`src/rtl/amrf_pkg.sv`:
```
package amrf_pkg;

  localparam int NUM_LAYERS     = 4;
  localparam int SS_LATENCY     = 4;
  localparam int RESOLVE_CYCLES = 8;

  typedef enum logic [1:0] {
    ST_COLLECT,
    ST_DRAIN,
    ST_RESOLVE,
    ST_EMIT
  } phase_e;

  // Superstrip held by a road on a layer in the built-in bank.
  function automatic int pattern_ss(input int road, input int layer, input int ss_w);
    return (road * (2 * layer + 1) + layer) % (1 << ss_w);
  endfunction

endpackage

```
`src/rtl/amrf_ss_pipe.sv`:
```
module amrf_ss_pipe #(
  parameter int ADDR_W   = 8,
  parameter int SS_SHIFT = 2,
  parameter int LAT      = 4,
  localparam int SS_W    = ADDR_W - SS_SHIFT
) (
  input  logic              clk,
  input  logic              rst_n,
  input  logic              in_vld,
  input  logic [ADDR_W-1:0] in_addr,
  output logic              out_vld,
  output logic [SS_W-1:0]   out_ss
);

  logic [LAT-1:0]  vld_q;
  logic [SS_W-1:0] ss_q [LAT];
  logic            unused_low_bits;

  assign unused_low_bits = ^in_addr[SS_SHIFT-1:0];

  always_ff @(posedge clk) begin
    if (!rst_n) begin
      vld_q <= '0;
      for (int s = 0; s < LAT; s++) ss_q[s] <= '0;
    end else begin
      vld_q   <= {vld_q[LAT-2:0], in_vld};
      ss_q[0] <= in_addr[ADDR_W-1:SS_SHIFT];
      for (int s = 1; s < LAT; s++) ss_q[s] <= ss_q[s-1];
    end
  end

  assign out_vld = vld_q[LAT-1];
  assign out_ss  = ss_q[LAT-1];

endmodule

```
`src/rtl/amrf_road_bank.sv`:
```
module amrf_road_bank
  import amrf_pkg::*;
#(
  parameter int NUM_ROADS = 32,
  parameter int SS_W      = 6
) (
  input  logic                       clk,
  input  logic                       rst_n,
  input  logic                       clear,
  input  logic [NUM_LAYERS-1:0]      ss_vld,
  input  logic [NUM_LAYERS*SS_W-1:0] ss_flat,
  output logic [NUM_ROADS-1:0]       found
);

  logic [NUM_ROADS-1:0][NUM_LAYERS-1:0] mark_q;
  logic [NUM_ROADS-1:0][NUM_LAYERS-1:0] set_w;

  for (genvar r = 0; r < NUM_ROADS; r++) begin : g_road
    for (genvar l = 0; l < NUM_LAYERS; l++) begin : g_layer
      localparam logic [SS_W-1:0] PAT = SS_W'(pattern_ss(r, l, SS_W));
      assign set_w[r][l] = ss_vld[l] && (ss_flat[l*SS_W +: SS_W] == PAT);
    end
    assign found[r] = &mark_q[r];
  end

  always_ff @(posedge clk) begin
    if (!rst_n || clear) mark_q <= '0;
    else                 mark_q <= mark_q | set_w;
  end

endmodule

```
`src/rtl/amrf_emitter.sv`:
```
module amrf_emitter #(
  parameter int NUM_ROADS = 32,
  localparam int RID_W    = (NUM_ROADS > 1) ? $clog2(NUM_ROADS) : 1
) (
  input  logic                 clk,
  input  logic                 rst_n,
  input  logic                 load,
  input  logic [NUM_ROADS-1:0] found,
  input  logic                 out_ready,
  output logic                 out_valid,
  output logic [RID_W-1:0]     out_id,
  output logic                 out_last,
  output logic                 out_empty,
  output logic                 done
);

  logic                 active_q;
  logic [NUM_ROADS-1:0] pend_q;
  logic [NUM_ROADS-1:0] pend_rest;
  logic                 take;

  assign pend_rest = pend_q & (pend_q - NUM_ROADS'(1));

  always_comb begin
    out_id = '0;
    for (int i = NUM_ROADS - 1; i >= 0; i--) begin
      if (pend_q[i]) out_id = RID_W'(i);
    end
  end

  assign out_valid = active_q;
  assign out_empty = active_q && (pend_q == '0);
  assign out_last  = active_q && (pend_rest == '0);
  assign take      = active_q && out_ready;
  assign done      = take && out_last;

  always_ff @(posedge clk) begin
    if (!rst_n) begin
      active_q <= 1'b0;
      pend_q   <= '0;
    end else if (load) begin
      active_q <= 1'b1;
      pend_q   <= found;
    end else if (take) begin
      pend_q <= pend_rest;
      if (out_last) active_q <= 1'b0;
    end
  end

endmodule

```
`src/rtl/amrf_road_finder.sv`:
```
module amrf_road_finder
  import amrf_pkg::*;
#(
  parameter int NUM_ROADS = 32,
  parameter int ADDR_W    = 8,
  parameter int SS_SHIFT  = 2,
  localparam int SS_W     = ADDR_W - SS_SHIFT,
  localparam int RID_W    = (NUM_ROADS > 1) ? $clog2(NUM_ROADS) : 1
) (
  input  logic                         clk,
  input  logic                         rst_n,
  input  logic [NUM_LAYERS-1:0]        hit_valid,
  input  logic [NUM_LAYERS*ADDR_W-1:0] hit_addr,
  output logic [NUM_LAYERS-1:0]        hit_ready,
  input  logic                         evt_end,
  output logic                         road_valid,
  input  logic                         road_ready,
  output logic [RID_W-1:0]             road_id,
  output logic                         road_last,
  output logic                         road_empty
);

  localparam int RC_W = (RESOLVE_CYCLES > 1) ? $clog2(RESOLVE_CYCLES) : 1;

  phase_e                     phase_q, phase_d;
  logic                       collecting;
  logic [NUM_LAYERS-1:0]      take;
  logic                       end_take;
  logic [SS_LATENCY-1:0]      eoe_q;
  logic [RC_W-1:0]            rcnt_q;
  logic [NUM_LAYERS-1:0]      ss_vld;
  logic [NUM_LAYERS*SS_W-1:0] ss_flat;
  logic [NUM_ROADS-1:0]       found;
  logic                       load;
  logic                       emit_done;

  assign collecting = (phase_q == ST_COLLECT);
  assign hit_ready  = {NUM_LAYERS{collecting}};
  assign take       = hit_valid & hit_ready;
  assign end_take   = evt_end && collecting;

  for (genvar l = 0; l < NUM_LAYERS; l++) begin : g_conv
    amrf_ss_pipe #(
      .ADDR_W  (ADDR_W),
      .SS_SHIFT(SS_SHIFT),
      .LAT     (SS_LATENCY)
    ) u_pipe (
      .clk    (clk),
      .rst_n  (rst_n),
      .in_vld (take[l]),
      .in_addr(hit_addr[l*ADDR_W +: ADDR_W]),
      .out_vld(ss_vld[l]),
      .out_ss (ss_flat[l*SS_W +: SS_W])
    );
  end

  amrf_road_bank #(
    .NUM_ROADS(NUM_ROADS),
    .SS_W     (SS_W)
  ) u_bank (
    .clk    (clk),
    .rst_n  (rst_n),
    .clear  (emit_done),
    .ss_vld (ss_vld),
    .ss_flat(ss_flat),
    .found  (found)
  );

  assign load = (phase_q == ST_RESOLVE) && (rcnt_q == RC_W'(RESOLVE_CYCLES - 1));

  amrf_emitter #(
    .NUM_ROADS(NUM_ROADS)
  ) u_emit (
    .clk      (clk),
    .rst_n    (rst_n),
    .load     (load),
    .found    (found),
    .out_ready(road_ready),
    .out_valid(road_valid),
    .out_id   (road_id),
    .out_last (road_last),
    .out_empty(road_empty),
    .done     (emit_done)
  );

  always_comb begin
    phase_d = phase_q;
    unique case (phase_q)
      ST_COLLECT: if (end_take)                 phase_d = ST_DRAIN;
      ST_DRAIN:   if (eoe_q[SS_LATENCY-1])      phase_d = ST_RESOLVE;
      ST_RESOLVE: if (load)                     phase_d = ST_EMIT;
      ST_EMIT:    if (emit_done)                phase_d = ST_COLLECT;
      default:                                  phase_d = ST_COLLECT;
    endcase
  end

  always_ff @(posedge clk) begin
    if (!rst_n) begin
      phase_q <= ST_COLLECT;
      eoe_q   <= '0;
      rcnt_q  <= '0;
    end else begin
      phase_q <= phase_d;
      eoe_q   <= {eoe_q[SS_LATENCY-2:0], end_take};
      if (phase_q == ST_RESOLVE) rcnt_q <= rcnt_q + RC_W'(1);
      else                       rcnt_q <= '0;
    end
  end

endmodule

```
`config.mk`:
```
export PLATFORM = sky130hd
export DESIGN_NAME = amrf_road_finder
export DESIGN_NICKNAME = d
export VERILOG_FILES = /design/src/rtl/amrf_pkg.sv /design/src/rtl/amrf_ss_pipe.sv /design/src/rtl/amrf_road_bank.sv /design/src/rtl/amrf_emitter.sv /design/src/rtl/amrf_road_finder.sv
export SDC_FILE = /design/constraint.sdc
export NUM_CORES = 1
export LEC_CHECK = 0
export BUFFER_PORTS_ARGS = -buffer_cell sky130_fd_sc_hd__buf_2
export CAP_MARGIN = 20
export CORE_MARGIN = 1
export CORE_UTILIZATION = 35
export CTS_BUF_LIST = sky130_fd_sc_hd__clkbuf_4 sky130_fd_sc_hd__clkbuf_8
export DETAILED_ROUTE_END_ITERATION = 6
export PLACE_DENSITY = 0.54
export SLEW_MARGIN = 20
export SYNTH_ARGS = -nofsm -noshare
export SYNTH_HDL_FRONTEND = slang
export SYNTH_HIERARCHICAL = 1
export SYNTH_SLANG_ARGS = --single-unit
```
`constraint.sdc`:
```
create_clock -name clk -period 4.6 [get_ports clk]
set_clock_uncertainty 0.2 [all_clocks]
set_input_delay 0.69 -clock clk [delete_from_list [all_inputs] [get_ports clk]]
set_output_delay 0.69 -clock clk [all_outputs]
set_load 0.05 [all_outputs]
```
==> impl_metrics.csv, run 1 <==
group,metric,value,unit
layout,syn2layout_area_growth,11.8,%
min_path,holdCritPathClass,"in -> reg",
synth,syn_area,10600,sq um
floorplan,io_pins,52,
floorplan,die_w,176,um
critical_path,rr_endpoint,"u_bank/mark_q[8]",
floorplan,core.rowCount,63,
routing,drt_iter0_markers,577,
routing,wirelength,25100,um
routing,postRouteAntennaNets,0,
grt,track_usage,16.5,%
cts,cts_setup_buffers,0,
synth,synth_area_leaders,"dfxtp_1 (53%), a31oi_1 (7.2%), and2_2 (6.5%), nor2_1 (5.7%), and2_1 (3.4%)",
routing,vias_per_cell,5.06,
cts,htree_levels,2,
floorplan,core_area,29700,sq um
sta,hold_ws,0.155,ns
synth,synth.distinct_cells,61,
layout,postLayoutCoreUtil,39.8,%
grt,antenna_found_initial,0,
cts,cts_tree,"done",
min_path,min_to,"g_conv[1].u_pipe/ss_q[0][4]",
cts,clock_sinks,282,
power,cellPowerDensity,425,nW/um^2
critical_path,max_stage_delay,0.60,ns
synth,yosys.cell_count.top_type,"dfxtp_1",
synth,syn_nets,1153,
layout,fin_nets,1163,
synth,async_flop_share,0,%
min_path,hold_depth,2,
sta,hold_violations,0,
run_status,status,"finished clean",
grt,grt_remaining_overflow,0,
power,ir_worst_vdd,0.471,mV
layout,drive_gt1_share,21.0,%
critical_path,cp_cell_sequence,"nor4_4 > nand4_2 > nor2_1 > nor3_1 > a2111oi_4 > and3_1 > buf_2",
placement,dp_cells,1460,
cts,cts_max_path_buffers,3,
floorplan,die_y,176,um
routing,vias,7788,
critical_path,cp.arrival,3.38,ns
min_path,worstHoldStart,"hit_addr[14]",
cts,ctsResizeCount,0,
sta,tightest_slew,0.938,ns
power,power.switching,1.16,mW
sta,max_slew_margin,37.2,%
critical_path,timing.rr.start,"u_emit/pend_q[4]",
synth,synth_cells,1107,
critical_path,reg2reg_depth,10,
sta,rsz0062_at_grt,"false",
floorplan,die_area,30900,sq um
critical_path,r2r_slack,0.56,ns
cts,clock_latency,0.54,ns
critical_path,start_kind,"flip-flop",
layout,final_cells,1540,
grt,grt_pass1_vias,7313,
critical_path,critPathRequiredTime,3.71,ns
run,maxCapViolations,0,
grt,grt_pass1_wl,40000,um
placement,gp_congestion,0.828,
grt,grt_max_degree,94,
critical_path,worstSetupEndpointType,"primary output",
power,switching_share,23.0,%
routing,first_pass_iters,5,
sta,clock.fmax,234,MHz
placement,port-buffer-count,43,
sta,period_minus_slack,4.27,ns
power,p_comb_share,6.4,%
synth,synth_top_area_share,53.3,%
cts,path_clk_slew,0.06,ns
routing,drc,0,
power,leakagePower,4.69,nW
critical_path,critical_path_buf_inv_count,1,
sta,totalNegativeSetupSlack,0,ns
power,pwr-share-clk,43.5,%
cts,numCtsBuffers,45,
layout,fill_cells,2932,
floorplan,initial_utilization,35.6,%
placement,hpwl,16900,um
cts,root_buffer,"clkbuf_8",
synth,ys_warn_count,6,
synth,ys_ff_latch,282,
synth,yosys-top-cells-count,"dfxtp_1 (282), nor2_1 (160), a31oi_1 (121), and2_2 (92), and2_1 (58)",
critical_path,slowest_stage,"nor4_4",
synth,seq_area_frac_synth,53.3,%
critical_path,critPathKind,"reg -> out",
synth,synth_ff_type,"dfxtp_1",
sta,setup_violations,0,
layout,seqCellArea,5650,sq um
sta,finalCritPeriodShare,92.9,%
synth,yosysTopAreaCell,"dfxtp_1",
cts,ctsHoldBuffers,0,
sta,drv_slew,0,
power,p_int,3.87,mW
power,pwr-share-seq,50.2,%
routing,wire_per_inst,16.3,um
synth,synth-edff-count,0,
critical_path,cp_max_fo,10,
synth,syn_area_per_cell,9.56,sq um
critical_path,path_delay_family,"simple AND/OR/NAND/NOR gates",
layout,multi_input_area,4440,sq um
through the flow:
stage / area (sq um) / power, mW / setup WS [ns]
floorplan: 10600 / 2.85 / 0.974
global placement: 10900 / 2.90 / 0.687
detailed placement: 10900 / 2.90 / 0.675
CTS: 11800 / 5.11 / 0.370
global route: 11800 / 5.25 / 0.0124
finish: 11800 / 5.03 / 0.325
flip-flops by register name, summed over array words and instances, names as in the netlist:
name,flops
g_conv.u_pipe/vld_q,16
rcnt_q,3
u_bank/mark_q,128
g_conv.u_pipe/ss_q,96
eoe_q,4
u_emit/pend_q,32
phase_q,2
u_emit/out_valid,1
cell usage in the layout (no fill, tap or decap), types with 33 or more instances in the layout:
| cell | instances |
|---|---|
| and2_2 | 92 |
| and2_1 | 58 |
| a31oi_1 | 121 |
| nand2_1 | 54 |
| nor2_1 | 160 |
| clkbuf_8 | 53 |
| dfxtp_1 | 282 |
| o21ai_0 | 37 |
| buf_2 | 42 |
| and4_1 | 33 |
cell families (layout without fill, tap and decap cells):
family	count (synthesis)	after routing	synth area share [%]
AOI/OAI and AO/OA	229	229	14.0
adders and majority gates	7	7	0.804
buffers and inverters	96	138	4.84
DFF	282	282	53.3
muxes	2	2	0.189
other	0	1	0
and+or+nand+nor	491	491	26.8
worst reg2reg max path, delay by kind of cell (launching register included):
kind                   cells  cell delay, ns
and+or+nand+nor            8            2.57
DFF                        1            0.43
AOI/OAI and AO/OA          1            0.37
buffers and inverters      1            0.33
metal layers:
layer | up-vias | track usage, % | routed length, um
met3 | 43 | 2.86 | 1270
met1 | 3656 | 22.5 | 11900
met2 | 212 | 25.9 | 11000
met5 | - | 0 | 0
met4 | 0 | 6.56 | 870
li1 | 3877 | - | -
how the worst max path moves through the flow:
stage | start | end | slack, ns | depth (start not counted)
floorplan | u_emit/pend_q[4] | u_bank/mark_q[59] | 0.97 | 12
global placement | u_emit/pend_q[4] | u_bank/mark_q[34] | 0.69 | 10
detailed placement | u_emit/pend_q[4] | u_bank/mark_q[1] | 0.67 | 10
CTS | u_emit/pend_q[4] | road_last | 0.37 | 7
global route | u_emit/pend_q[4] | road_last | 0.01 | 7
finish | u_emit/pend_q[4] | road_last | 0.33 | 7
area by class of cell:
| type | instances | share of cell area (%) |
|---|---|---|
| multi-input cells | 729 | 37.5 |
| clock buffers | 73 | 7.43 |
| repair buffers | 48 | 2.37 |
| clock inverters | 6 | 0.507 |
| inverters | 11 | 0.349 |
| flip-flops and latches | 282 | 47.7 |
| diodes | 1 | 0.0211 |
| well taps | 390 | 4.12 |
power groups by stage:
stage	registers, mW	clock network (mW)	logic (mW)
after global placement	2.57	0	0.322
after floorplan	2.57	0	0.280
after global routing	2.53	2.37	0.350
after detailed placement	2.57	0	0.326
final	2.52	2.18	0.321
after CTS	2.52	2.26	0.328
(Power assumes the default switching activity.)
==> run 2: changes to the inputs <==
--- a/config.mk
+++ b/config.mk
@@ -12,2 +12,4 @@
 export CTS_BUF_LIST = sky130_fd_sc_hd__clkbuf_4 sky130_fd_sc_hd__clkbuf_8
+export CTS_CLUSTER_DIAMETER = 80
+export CTS_CLUSTER_SIZE = 28
 export DETAILED_ROUTE_END_ITERATION = 6
==> constraint.sdc (replaced) <==
create_clock -name clk -period 4.6 [get_ports clk]
set_clock_uncertainty 0.2 [all_clocks]
set_input_delay 0.46 -clock clk [delete_from_list [all_inputs] [get_ports clk]]
set_output_delay 0.46 -clock clk [all_outputs]
set_load 0.05 [all_outputs]
==> impl_metrics.csv, run 2 (synthesized netlist as in run 1, its figures left out) <==
group,metric,value,unit
run_status,status,"finished clean",
layout,top_register,"u_bank/mark_q",
floorplan,core_area,29700,sq um
sta,max_slew_margin,35.6,%
routing,wire_per_inst,16.5,um
grt,grt_pass1_wl,38800,um
sta,hold_violations,0,
critical_path,timing.rr.start,"u_emit/pend_q[4]",
min_path,holdCritPathClass,"in -> reg",
routing,first_pass_iters,5,
critical_path,crit_start,"u_emit/pend_q[4]",
run,maxCapViolations,0,
critical_path,cp_cell_sequence,"nor4_4 > nand4_2 > nor2_1 > nor3_1 > a2111oi_4 > and3_1 > buf_2",
grt,grt_max_degree,104,
cts,numCtsBuffers,15,
floorplan,io_pins,52,
sta,tightest_slew,0.965,ns
sta,drv_slew,0,
placement,hpwl,16900,um
grt,antenna_found_initial,0,
floorplan,die_area,30900,sq um
critical_path,reg2reg_depth,10,
routing,vias,7726,
layout,final_cells,1507,
critical_path,cp_max_fo,10,
floorplan,die_w,176,um
cts,cts_tree,"done",
routing,postRouteAntennaNets,0,
layout,postLayoutCoreUtil,38.5,%
layout,syn2layout_area_growth,8.16,%
sta,totalNegativeSetupSlack,0,ns
routing,drt_iter0_markers,731,
critical_path,cp.arrival,3.38,ns
layout,layout_common_cells,"dfxtp_1 (282), nor2_1 (160), a31oi_1 (121), and2_2 (92), and2_1 (58)",
cts,ctsResizeCount,0,
routing,vias_per_cell,5.13,
layout,fin_nets,1159,
placement,place_area,10900,sq um
layout,final_common_cell,"dfxtp_1",
cts,cts_max_path_buffers,3,
layout,drive_gt1_share,16.4,%
critical_path,slowest_stage,"nor4_4",
sta,rsz0062_at_grt,"false",
floorplan,core.rowCount,63,
critical_path,critPathRequiredTime,3.94,ns
sta,finalCritPeriodShare,87.7,%
critical_path,worstSetupEndpointType,"primary output",
critical_path,critPathKind,"reg -> out",
power,leakagePower,4.45,nW
cts,cts_setup_buffers,0,
cts,clock_latency,0.54,ns
layout,finish.instance_area,11400,sq um
grt,grt_pass1_vias,6856,
grt,grt_remaining_overflow,0,
sta,clock.fmax,248,MHz
layout,top_regs,"u_bank/mark_q (128), g_conv.u_pipe/ss_q (96), u_emit/pend_q (32)",
routing,wirelength,24900,um
placement,dp_cells,1461,
power,ir_worst_vdd,0.447,mV
critical_path,rr_endpoint,"u_bank/mark_q[10]",
cts,clock_sinks,282,
placement,gp_congestion,0.834,
sta,hold_ws,0.0436,ns
min_path,worstHoldStart,"hit_valid[2]",
sta,setup_violations,0,
critical_path,max_stage_delay,0.59,ns
grt,track_usage,16.0,%
layout,largest_register_ffs,128,
min_path,hold_depth,3,
sta,period_minus_slack,4.04,ns
power,cellPowerDensity,352,nW/um^2
cts,root_buffer,"clkbuf_8",
routing,drc,0,
min_path,min_to,"g_conv[2].u_pipe/vld_q[0]",
floorplan,die_y,176,um
cts,path_clk_slew,0.15,ns
cts,htree_levels,1,
critical_path,start_kind,"flip-flop",
placement,port-buffer-count,43,
critical_path,r2r_slack,0.64,ns
floorplan,initial_utilization,35.6,%
[run 2: changes by cell type in the layout (fill, tap and decap cells not counted), sizes merged]
cell         delta
dlygate4sd3    +25
buf             +1
inv             +4
clkinv          -3
clkinvlp        -2
clkbuf         -58
[run 2: stage by stage]
step                      total power [mW]  worst slack, ns
final                                 4.03            0.565
after detailed placement              2.90            0.739
after global placement                2.90            0.741
after global routing                  4.21            0.249
after CTS                             4.09            0.560
after floorplan                       2.85            0.974
[run 2: how the worst max path moves through the flow]
stage / to / slack, ns / cells after the start
CTS: road_last / 0.56 / 7
global route: road_last / 0.25 / 7
detailed placement: u_bank/mark_q[73] / 0.74 / 10
global placement: u_bank/mark_q[10] / 0.74 / 10
finish: road_last / 0.56 / 7
floorplan: u_bank/mark_q[59] / 0.97 / 12
[run 2: where the power goes]
| group | switching, mW | internal (mW) | leakage, nW |
|---|---|---|---|
| clock network | 0.781 | 0.392 | 0.150 |
| logic | 0.216 | 0.120 | 2.01 |
| registers | 0.0202 | 2.50 | 2.29 |
| total | 1.02 | 3.01 | 4.45 |
[run 2: critical path: cells and delay by family, from the launching register on]
family	cells	cell delay, ns
AO/OA/AOI/OAI	1	0.37
buffers and inverters	1	0.26
flip-flops	1	0.45
AND/OR/NAND/NOR	5	1.75
[run 2: routing by layer]
metal  GRT usage [%]  part of all wire (%)  up-vias
li1                -                     -     3836
met1            23.0                    49     3638
met2            24.2                    43      212
met3            1.65                   4.5       40
met4            6.41                   3.8        0
met5               0                     0        -
[run 2: cell type report]
cell class	count	area [sq um]
Fill cell	2990	18300
Sequential cell	282	5650
Multi-Input combinational cell	729	4440
Timing Repair Buffer	74	538
Tap cell	390	488
Clock buffer	15	206
Clock inverter	5	86.3
Inverter	11	41.3
Antenna cell	1	2.50
[run 2: repair_timing]
item	CTS	global route
hold buffers	25	0
hold endpoints to repair	25	0
setup endpoints to repair	0	0
